[src/rtl/spi_sclk_pkg.sv]
package spi_sclk_pkg;

   // level of the serial clock relative to the captured polarity
   typedef enum logic {
      PH_REST = 1'b0,
      PH_DRIVE = 1'b1
   } sclk_phase_e;

   // configuration captured at start and word boundaries
   typedef struct packed {
      logic byp;
      logic pol;
   } sclk_mode_t;

   function automatic int unsigned ratio_of(input int unsigned code);
      return 2 * (code + 1);
   endfunction

endpackage

[src/rtl/spi_sclk_cfg.sv]
module spi_sclk_cfg
   import spi_sclk_pkg::*;
#(
   parameter int unsigned CODE_W = 3,
   parameter bit ALLOW_BYPASS = 1'b1
) (
   input  logic              clk,
   input  logic              rst_n,
   input  logic              load_i,
   input  logic [CODE_W-1:0] code_i,
   input  logic              byp_i,
   input  logic              pol_i,
   output logic [CODE_W-1:0] code_o,
   output sclk_mode_t        mode_o
);

   logic byp_eff;

   generate
      if (ALLOW_BYPASS) begin : g_byp
         assign byp_eff = byp_i;
      end else begin : g_nobyp
         assign byp_eff = 1'b0;
      end
   endgenerate

   always_ff @(posedge clk or negedge rst_n) begin
      if (!rst_n) begin
         code_o <= '0;
         mode_o <= '0;
      end else if (load_i) begin
         code_o     <= code_i;
         mode_o.byp <= byp_eff;
         mode_o.pol <= pol_i;
      end
   end

endmodule

[src/rtl/spi_sclk_timer.sv]
module spi_sclk_timer
   import spi_sclk_pkg::*;
#(
   parameter int unsigned CODE_W = 3
) (
   input  logic              clk,
   input  logic              rst_n,
   input  logic              load_i,
   input  logic [CODE_W-1:0] load_code_i,
   input  logic              tick_i,
   input  logic [CODE_W-1:0] hold_code_i,
   output sclk_phase_e       phase_o,
   output logic              cnt_zero_o
);

   logic [CODE_W-1:0] cnt;

   assign cnt_zero_o = (cnt == '0);

   always_ff @(posedge clk or negedge rst_n) begin
      if (!rst_n) begin
         cnt     <= '0;
         phase_o <= PH_REST;
      end else if (load_i) begin
         cnt     <= load_code_i;
         phase_o <= PH_REST;
      end else if (tick_i) begin
         if (cnt_zero_o) begin
            cnt     <= hold_code_i;
            phase_o <= (phase_o == PH_REST) ? PH_DRIVE : PH_REST;
         end else begin
            cnt <= cnt - 1'b1;
         end
      end
   end

endmodule

[src/rtl/spi_sclk_bitcnt.sv]
module spi_sclk_bitcnt #(
   parameter int unsigned BITS_PER_WORD = 8
) (
   input  logic clk,
   input  logic rst_n,
   input  logic clear_i,
   input  logic step_i,
   output logic last_o
);

   localparam int unsigned BIT_W = (BITS_PER_WORD > 1) ? $clog2(BITS_PER_WORD) : 1;
   localparam logic [BIT_W-1:0] LAST_IDX = BIT_W'(BITS_PER_WORD - 1);

   logic [BIT_W-1:0] idx;

   assign last_o = (idx == LAST_IDX);

   always_ff @(posedge clk or negedge rst_n) begin
      if (!rst_n) begin
         idx <= '0;
      end else if (clear_i) begin
         idx <= '0;
      end else if (step_i) begin
         idx <= last_o ? '0 : idx + 1'b1;
      end
   end

endmodule

[src/rtl/spi_sclk_gen.sv]
module spi_sclk_gen
   import spi_sclk_pkg::*;
#(
   parameter int unsigned CODE_W = 3,
   parameter int unsigned BITS_PER_WORD = 8,
   parameter bit ALLOW_BYPASS = 1'b1
) (
   input  logic              clk,
   input  logic              rst_n,
   input  logic              xfer_active,
   input  logic [CODE_W-1:0] div_code,
   input  logic              div_bypass,
   input  logic              clk_pol,
   output logic              sclk,
   output logic              sample_stb,
   output logic              shift_stb,
   output logic              byte_end
);

   localparam int unsigned MAX_RATIO = ratio_of((1 << CODE_W) - 1);

   generate
      if (CODE_W < 1 || CODE_W > 8) begin : g_bad_code
         $error("spi_sclk_gen: CODE_W must be 1..8");
      end
      if (BITS_PER_WORD < 2) begin : g_bad_word
         $error("spi_sclk_gen: BITS_PER_WORD must be at least 2");
      end
      if (MAX_RATIO < 2) begin : g_bad_ratio
         $error("spi_sclk_gen: derived ratio out of range");
      end
   endgenerate

   logic              run;
   logic              start;
   logic              lead;
   logic              trail;
   logic              word_last;
   logic              word_end;
   logic              load;
   logic [CODE_W-1:0] code_r;
   sclk_mode_t        mode_r;
   sclk_phase_e       phase;
   logic              cnt_zero;

   assign start    = xfer_active & ~run;
   assign lead     = run & (mode_r.byp | ((phase == PH_REST) & cnt_zero));
   assign trail    = run & (mode_r.byp | ((phase == PH_DRIVE) & cnt_zero));
   assign word_end = trail & word_last;
   assign load     = start | (word_end & xfer_active);

   always_ff @(posedge clk or negedge rst_n) begin
      if (!rst_n) begin
         run <= 1'b0;
      end else if (start) begin
         run <= 1'b1;
      end else if (word_end & ~xfer_active) begin
         run <= 1'b0;
      end
   end

   spi_sclk_cfg #(
      .CODE_W      (CODE_W),
      .ALLOW_BYPASS(ALLOW_BYPASS)
   ) u_cfg (
      .clk   (clk),
      .rst_n (rst_n),
      .load_i(load),
      .code_i(div_code),
      .byp_i (div_bypass),
      .pol_i (clk_pol),
      .code_o(code_r),
      .mode_o(mode_r)
   );

   spi_sclk_timer #(
      .CODE_W(CODE_W)
   ) u_timer (
      .clk        (clk),
      .rst_n      (rst_n),
      .load_i     (load),
      .load_code_i(div_code),
      .tick_i     (run & ~mode_r.byp),
      .hold_code_i(code_r),
      .phase_o    (phase),
      .cnt_zero_o (cnt_zero)
   );

   spi_sclk_bitcnt #(
      .BITS_PER_WORD(BITS_PER_WORD)
   ) u_bits (
      .clk    (clk),
      .rst_n  (rst_n),
      .clear_i(start),
      .step_i (trail),
      .last_o (word_last)
   );

   generate
      if (ALLOW_BYPASS) begin : g_out_byp
         assign sclk = run ? (mode_r.pol ^ (mode_r.byp ? clk : phase == PH_DRIVE)) : clk_pol;
      end else begin : g_out_div
         assign sclk = run ? (mode_r.pol ^ (phase == PH_DRIVE)) : clk_pol;
      end
   endgenerate

   assign sample_stb = lead;
   assign shift_stb  = trail;
   assign byte_end   = word_end;

endmodule

[config.mk]
export PLATFORM = sky130hd
export DESIGN_NAME = spi_sclk_gen
export DESIGN_NICKNAME = d
export VERILOG_FILES = /design/src/rtl/spi_sclk_pkg.sv /design/src/rtl/spi_sclk_cfg.sv /design/src/rtl/spi_sclk_timer.sv /design/src/rtl/spi_sclk_bitcnt.sv /design/src/rtl/spi_sclk_gen.sv
export SDC_FILE = /design/constraint.sdc
export NUM_CORES = 1
export LEC_CHECK = 0
export ABC_AREA = 1
export BUFFER_PORTS_ARGS = -buffer_cell sky130_fd_sc_hd__buf_2
export CAP_MARGIN = 20
export CORE_MARGIN = 10
export CORE_UTILIZATION = 57
export CTS_BUF_LIST = sky130_fd_sc_hd__clkbuf_8
export CTS_CLUSTER_SIZE = 25
export DETAILED_ROUTE_END_ITERATION = 12
export PLACE_DENSITY_LB_ADDON = 0.05
export SLEW_MARGIN = 20
export SYNTH_ARGS = -nofsm -noshare
export SYNTH_HDL_FRONTEND = slang
export SYNTH_SLANG_ARGS = --single-unit
[constraint.sdc]
create_clock -name clk -period 2.2 [get_ports clk]
set_clock_uncertainty 0.2 [all_clocks]
set_input_delay 0.44 -clock clk [delete_from_list [all_inputs] [get_ports clk]]
set_output_delay 0.44 -clock clk [all_outputs]
set_load 0.03 [all_outputs]
# Word-level counts from Yosys, hierarchy flattened

Cells that the tools add are included.

Equality and inequality tests: 1
$add $sub $neg: 2
Reduce and logical (&&, ||, !) cells: 6
Mux-type cells: 14
Bitwise gates (word level): 17

Operators by type and width:

| kind                                                               | count |
|---|---|
| 3-bit 2-to-1 mux                                                   | 6 |
| 1-bit bitwise AND                                                  | 9 |
| 1-bit 2-to-1 mux                                                   | 8 |
| 2-bit nonzero test                                                 | 4 |
| 1-bit inverter                                                     | 4 |
| 3-bit by 1-bit adder with 3-bit output, second input constant      | 1 |
| 3-bit == test, second input constant                               | 1 |
| 3-bit logical NOT                                                  | 1 |
| 1-bit bitwise OR                                                   | 3 |
| 3-bit by 1-bit subtractor with 3-bit output, second input constant | 1 |
| 2-bit AND reduction                                                | 1 |
| 1-bit XOR                                                          | 1 |

Logic and storage cells: 47
Output and inout port bits: 4
Flip-flop bits (word level): 13
Bits of input ports: 8

# Logic depth before layout (Yosys ltp)

Gate-level depths: netlist (run 1).

Depth in word-level cells: 9
Gate-level depth with buffers: 11
Gate-level depth less buffers: 11

# By module

A second synthesis (run 1) with hierarchy kept.

Cell total of the unflattened synthesis: 110
Area, all modules: 757.0 um2

Modules (own cells, without submodules):

| module          | times used | cells an instance | area each (um2) | sequential area each (um2) |
|---|---|---|---|---|
| spi_sclk_timer  | 1          | 42                | 270.3           | 100.1 |
| spi_sclk_cfg    | 1          | 21                | 185.2           | 125.1 |
| spi_sclk_bitcnt | 1          | 19                | 155.1           | 75.1 |
| spi_sclk_gen    | 1          | 28                | 146.4           | 25.0 |

==> summary.md, run 1 <==
| Metric | Value |
|---|---|
| R2r worst-path depth | `11` |
| Peak supply drop | `1020 uV` |
| Cells after DPL | `126` |
| CP arrival | `1.71 ns` |
| Sequential share of the synthesized area | `0.421` |
| Clk slew on worst S/H paths | `0.06 ns` |
| Top cells by area, synth | `dfrtp_1 (42%), nand2_1 (17%), ha_1 (6.5%), inv_1 (5.3%), nand3_1 (5.2%)` |
| Post-Syn Area | `773 um2` |
| Initial antenna violation count | `0` |
| Routability cong. | `0.907` |
| Die width | `56.8 um` |
| Static Leak | `0.574 nW` |
| Hold path depth | `3` |
| Register bit count reported by yosys | `13` |
| Initial core utilization | `0.602` |
| Crit path largest cell delay | `0.14 ns` |
| Clock insertion delay at the later pin of the skew report | `0.35 ns` |
| Psw | `0.834 mW` |
| Critical path cell sequence | `buf_8, nand2_4, nand2_4, xnor2_4, o21ai_4, buf_6` |
| Largest net degree at the start of global routing | `14` |
| Antenna-violating nets left | `0` |
| Clock share of power | `0.329` |
| Dominant cell type by area after synthesis | `dfrtp_1` |
| Delay-heaviest family, CP | `buffers and inverters` |
| Yosys cell types | `17` |
| Async S/R FF share, synth | `1.00` |
| Synthesized Nets | `112` |
| RSZ-0062 raised after global routing | `yes` |
| Top cell by count, worst path | `nand2_4` |
| Crit-path slowest cell | `buf_6` |
| Fin. Hold Viols | `0` |
| DRT iter0 DRCs | `11` |
| Crit path capture type | `primary output` |
| Post-DP HPWL | `1230 um` |
| Worst-path fanout max | `2` |
| Layout cells sized above 1 | `0.336` |
| Core area | `0.00128 mm2` |
| Setup CP Type | `clock port to primary output` |
| Reg power frac | `0.233` |
| Final #Nets | `132` |
| Commonest cells post-synth | `nand2_1 (34), dfrtp_1 (13), inv_1 (11)` |
| Hold Crit Class | `input port to flop` |
| Die Y | `56.8 um` |
| Worst Hold End | `u_cfg.mode_o[1]` |
| Post-synth top flop | `dfrtp_1` |
| Area Growth Syn to Fin | `32.0%` |
| CTS tree | `built` |
| Pre-Repair DR Iteration Count | `4` |
| Combinational Power Share | `0.438` |
| Vias per cell | `5.25` |
| Critical Path RT | `1.56 ns` |
| Antenna diodes | `0` |
| Failing checks | `setup timing` |
| Die ar. | `0.00323 mm2` |
| Cell with the most instances after synthesis | `nand2_1` |
| Slew margin rel. | `0.806` |
| Hold path start | `div_bypass` |
| Switching Share | `0.448` |
| Crit start category | `clock port` |
| Least-Margin Pin Slew | `0.290 ns` |
| Routed len/inst | `14.0 um` |
| Layout Cells excl Fill | `134` |
| Congestion Overflow GR | `0` |
| Vias | `703` |
| Worst R2R Start | `u_timer.cnt[1]` |
| Internal | `1.03 mW` |
| Setup WS post-layout | `-0.151 ns` |
| Remaining DRCs | `0` |
| Ys Warns | `0` |
| WL final | `1880 um` |
| Area share of the largest cell type after synthesis | `0.421` |
| Boundary Pins | `12` |
| Post-synthesis area per instance | `7.73 um2` |
| Global-route wire length before repair | `3330 um` |
| I/O Buffers | `11` |
| Post-synth EDFFs | `0` |
| Setup violations, final | `1` |
| Mapped Cells | `100` |
| Status | `complete, but fails checks` |
| Critical path buffer and inverter count | `2` |
| Max_cap viols | `0` |
| Pwr Total | `1.86 mW` |
| Num rows | `13` |
| Number of global-route vias before repair | `789` |
| RR Endpoint | `u_timer.cnt[2]` |
| Worst reg2reg setup slack | `0.55 ns` |
| Max-slew violation count | `0` |
| Overall Global Routing Usage | `0.137` |
| Pwr Density | `1820 mW/mm2` |
[logic make-up (layout without fill, tap and decap cells)]
group                    count (synthesis)  in the layout  share of synthesized area
flip-flops                              13             13                      0.421
AND/OR/NAND/NOR                         59             59                      0.372
XOR/XNOR                                 2              2                     0.0227
adder cells (fa/ha/maj)                  4              4                     0.0647
buffers and inverters                   14             33                     0.0680
AO/OA/AOI/OAI                            8              8                     0.0518
[worst max-delay path by stage]
stage,from,endpoint,slack (ns),cells past startpoint
floorplan,clk,sclk,-0.04,4
global placement,clk,sclk,-0.10,5
detailed placement,clk,sclk,-0.10,5
CTS,clk,sclk,-0.18,6
global route,clk,sclk,-0.19,6
finish,clk,sclk,-0.15,6
[through the flow]
step                 util  hold WS [ns]  setup TNS [ns]  cell area, um2  setup slack [ns]
CTS                 0.774         0.104          -0.184             995            -0.184
finish              0.795         0.106          -0.151            1020            -0.151
global route        0.795         0.128          -0.212            1020            -0.192
floorplan               -       -0.0556         -0.0361             802           -0.0361
global placement    0.682         0.141          -0.102             876            -0.102
detailed placement  0.682         0.144          -0.103             876            -0.103
[timing repair]
| item | CTS | global route |
|---|---|---|
| pin swaps | 2 | 1 |
| hold buffers | 1 | 0 |
| endpoints found under the hold margin | 13 | 0 |
| endpoints found under the setup margin | 5 | 5 |
| cloned | 0 | 0 |
| setup buffers | 0 | 1 |
| resized for setup | 10 | 6 |
[state kept, by name (all words and copies together) (netlist names)]
name	cells
run	1
u_timer.phase_o	1
u_bits.idx	3
u_timer.cnt	3
u_cfg.mode_o	2
u_cfg.code_o	3
[worst reg2reg max path: cells and delay by family (launching register included)]
family,cells,cell delay [ns]
buffers and inverters,2,0.12
flip-flops,1,0.40
AND/OR/NAND/NOR,8,0.69
adder cells (fa/ha/maj),1,0.14
[layout by cell type (no fill, tap or decap), types with 2 or more instances in the layout]
master / synthesis / routed
nor2_1: 5 / 5
buf_6: 0 / 2
ha_1: 4 / 3
dfrtp_1: 13 / 13
inv_2: 3 / 6
o21ai_0: 6 / 5
buf_2: 0 / 7
nand2_1: 34 / 31
buf_4: 0 / 3
inv_1: 11 / 9
a21oi_1: 2 / 2
nand3_1: 8 / 8
clkbuf_8: 0 / 4
nand2_4: 2 / 5
nand2_2: 5 / 5
[layout make-up]
class                           count  area [um2]
Sequential cell                    13         325
Timing Repair Buffer               12        78.8
Fill cell                          80         264
Multi-Input combinational cell     73         460
Clock buffer                        6        81.3
Inverter                           14        52.6
Clock inverter                      1        3.75
Tap cell                           15        18.8
[power by group through the flow]
| stage | clock network [mW] | logic (mW) | registers (mW) |
|---|---|---|---|
| after floorplan | 0.183 | 0.552 | 0.415 |
| after global placement | 0.205 | 0.669 | 0.428 |
| after detailed placement | 0.205 | 0.691 | 0.430 |
| after CTS | 0.610 | 0.742 | 0.436 |
| after global routing | 0.650 | 0.927 | 0.447 |
| final | 0.612 | 0.815 | 0.434 |
[layer usage]
| layer | up-vias | global-route usage | part of all wire |
|---|---|---|---|
| met3 | 10 | 0.0876 | 0.077 |
| li1 | 351 | - | - |
| met1 | 312 | 0.141 | 0.44 |
| met5 | - | 0 | 0 |
| met4 | 0 | 0.128 | 0.031 |
| met2 | 30 | 0.182 | 0.45 |
Power figures use the tool's default switching activity.
==> run 2: changes to the inputs <==
--- a/config.mk
+++ b/config.mk
@@ -7,13 +7,14 @@
 export LEC_CHECK = 0
 export ABC_AREA = 1
 export BUFFER_PORTS_ARGS = -buffer_cell sky130_fd_sc_hd__buf_2
-export CAP_MARGIN = 20
-export CORE_MARGIN = 10
-export CORE_UTILIZATION = 57
+export CAP_MARGIN = 0
+export CORE_AREA = 10 10 47 49
 export CTS_BUF_LIST = sky130_fd_sc_hd__clkbuf_8
 export CTS_CLUSTER_SIZE = 25
 export DETAILED_ROUTE_END_ITERATION = 12
+export DIE_AREA = 0 0 57 59
 export PLACE_DENSITY_LB_ADDON = 0.05
+export RECOVER_POWER = 50
 export SLEW_MARGIN = 20
 export SYNTH_ARGS = -nofsm -noshare
 export SYNTH_HDL_FRONTEND = slang
==> constraint.sdc (replaced) <==
create_clock -name clk -period 3 [get_ports clk]
set_clock_uncertainty 0.2 [all_clocks]
set_input_delay 0.6 -clock clk [delete_from_list [all_inputs] [get_ports clk]]
set_output_delay 0.6 -clock clk [all_outputs]
set_load 0.03 [all_outputs]
==> run 2 against run 1 <==
  * The run now ends clean
  * Utilization shrank 13 points
  * Via count decreased by 6.0%
  * Power is 38% lower
  * Register-to-register slack improved by 0.71 ns
  * Highest routed layer unchanged
==> summary.md, run 2 (synthesis results as in run 1) <==
| Metric | Value |
|---|---|
| Delay-heaviest family, CP | `buffers and inverters` |
| Crit start category | `clock port` |
| Crit-path slowest cell | `buf_4` |
| Fillers | `127 (+59%)` |
| Reg power frac | `0.271 (+0.038)` |
| Critical path cell sequence | `clkbuf_8, nand2_2, nand2_2, xnor2_1, o21ai_1, buf_4` |
| Most frequent cells in the layout | `nand2_1 (34), inv_1 (13), dfrtp_1 (13)` |
| Peak supply drop | `665 uV (-35%)` |
| Internal | `0.635 mW (-38%)` |
| Die ar. | `0.00336 mm2 (+4.1%)` |
| DRT iter0 DRCs | `12 (+1)` |
| Critical path buffer and inverter count | `2 (unchanged)` |
| Number of global-route vias before repair | `705 (-11%)` |
| Antenna-violating nets left | `0 (unchanged)` |
| Num rows | `14 (+1)` |
| Area Growth Syn to Fin | `20.6%` |
| Worst reg2reg setup slack | `1.26 ns (+0.71 ns)` |
| Worst Hold End | `u_cfg.code_o[0]` |
| CP startpoint | `clk` |
| Die Y | `59 um (+3.8%)` |
| Post-DP HPWL | `1200 um (-2.1%)` |
| Initial antenna violation count | `0 (unchanged)` |
| Initial core utilization | `0.552 (-0.0500)` |
| Hold path depth | `3 (unchanged)` |
| Max-slew violation count | `0 (unchanged)` |
| Final #Nets | `131 (-0.76%)` |
| CP arrival | `2.14 ns (+0.43 ns)` |
| Clock insertion delay at the later pin of the skew report | `0.35 ns (about the same)` |
| Pwr Density | `1230 mW/mm2 (-32%)` |
| Placed Area | `848 um2 (-3.1%)` |
| Least-Margin Pin Slew | `0.689 ns (+0.399 ns)` |
| Hold Crit Class | `input port to flop` |
| Setup CP Type | `clock port to primary output` |
| Biggest regs | `u_bits.idx: 3 flops, u_cfg.code_o: 3 flops, u_timer.cnt: 3 flops` |
| Worst-path fanout max | `2 (unchanged)` |
| Antenna diodes | `0 (unchanged)` |
| RSZ-0062 raised after global routing | `no` |
| Fin. Hold Viols | `0 (unchanged)` |
| Die width | `57 um (+0.30%)` |
| Pre-Repair DR Iteration Count | `4 (unchanged)` |
| WHS | `0.267 ns (+0.161 ns)` |
| Setup violations, final | `0 (-1)` |
| WL final | `1630 um (-13%)` |
| Clock share of power | `0.300 (-0.029)` |
| Cell area after layout | `932 um2 (-8.7%)` |
| Static Leak | `0.549 nW (-4.4%)` |
| Switching Share | `0.447 (-0.00119)` |
| Remaining DRCs | `0 (unchanged)` |
| RR Endpoint | `u_timer.cnt[2]` |
| Max_cap viols | `0 (unchanged)` |
| Vias per cell | `4.93 (-6.0%)` |
| Worst R2R Start | `u_timer.cnt[0]` |
| R2r worst-path depth | `11 (unchanged)` |
| Crit path capture type | `primary output` |
| Final setup TNS | `0 ns (+0.151 ns)` |
| Congestion Overflow GR | `0 (unchanged)` |
| Hold path start | `div_code[0]` |
| Psw | `0.513 mW (-39%)` |
| Multi-input logic area | `395 um2 (-14%)` |
| Combinational Power Share | `0.429 (-0.009)` |
| CTS tree | `built` |
| Status | `complete, no violations` |
| Critical Path RT | `2.20 ns (+0.64 ns)` |
| Flip-flop and latch area | `325 um2 (unchanged)` |
| Global-route wire length before repair | `2800 um (-16%)` |
| Largest net degree at the start of global routing | `14 (unchanged)` |
| Overall Global Routing Usage | `0.112 (-0.0244)` |
| Post CTS Setup Buffer Count | `0 (unchanged)` |
| Crit path largest cell delay | `0.17 ns (+0.03 ns)` |
| Slew margin rel. | `0.540 (-0.266)` |
| Layout cells sized above 1 | `0.237 (-0.0988)` |
| Vias | `661 (-6.0%)` |
| Routed len/inst | `12.2 um (-13%)` |
| Commonest non-fill, non-tap cell in the layout | `nand2_1` |
| Core area | `0.00140 mm2 (+9.1%)` |
| Boundary Pins | `12 (unchanged)` |
| I/O Buffers | `11 (unchanged)` |
| Pwr Total | `1.15 mW (-38%)` |
| Clk slew on worst S/H paths | `0.05 ns (about the same)` |
| Routability cong. | `0.764 (-16%)` |
| Top cell by count, worst path | `nand2_2` |
[run 2: cell count changes in the layout (fill, tap and decap cells not counted), moves of 2 or more]
| cell | before | now |
|---|---|---|
| buf_2 | 7 | 9 |
| buf_4 | 3 | 1 |
| buf_6 | 2 | 0 |
| inv_1 | 9 | 13 |
| inv_2 | 6 | 2 |
| nand2_1 | 31 | 34 |
| nand2_4 | 5 | 2 |
[run 2: stage by stage]
stage	setup slack, ns	cells	utilization
final	0.0591	134	0.665
after CTS	0.0572	134	0.670
after detailed placement	0.196	127	0.605
after global routing	0.0177	134	0.665
after floorplan	0.0290	100	-
after global placement	0.196	127	0.605
[run 2: timing repair]
action | 4_1_cts | 5_1_grt
hold endpoints to repair | 13 | 0
endpoints found under the setup margin | 1 | 0
hold buffers | 1 | 0
gates resized for setup | 3 | 0
[run 2: worst max-delay path by stage]
stage | depth (start not counted) | slack (ns) | end
finish | 6 | 0.06 | sclk
global route | 6 | 0.02 | sclk
CTS | 6 | 0.06 | sclk
detailed placement | 5 | 0.20 | sclk
global placement | 5 | 0.20 | sclk
floorplan | 4 | 0.03 | sclk
[run 2: per-layer routing]
metal | wire [um] | track usage | up-vias
met5 | 0 | 0 | -
met1 | 701 | 0.104 | 288
met3 | 104 | 0.0665 | 8
met4 | 65 | 0.114 | 0
li1 | - | - | 352
met2 | 758 | 0.166 | 13
[run 2: area by class of cell]
type,count,share of cell area
flip-flops and latches,13,0.349
inverters,14,0.0564
repair buffers,11,0.0631
well taps,16,0.0215
multi-input cells,73,0.424
clock inverters,1,0.00403
clock buffers,6,0.0819
[run 2: power by group through the flow]
stage	combinational [mW]	clock [mW]	sequential [mW]
floorplan	0.403	0.0774	0.299
global placement	0.489	0.0936	0.310
detailed placement	0.504	0.0936	0.312
CTS	0.510	0.351	0.310
global route	0.570	0.370	0.321
finish	0.492	0.344	0.311
[run 2: worst register-to-register path, delay by kind of cell (launching register included)]
family	cells	cell delay, ns
and+or+nand+nor	8	0.73
DFF	1	0.36
buffers and inverters	2	0.15
adders and majority gates	1	0.20
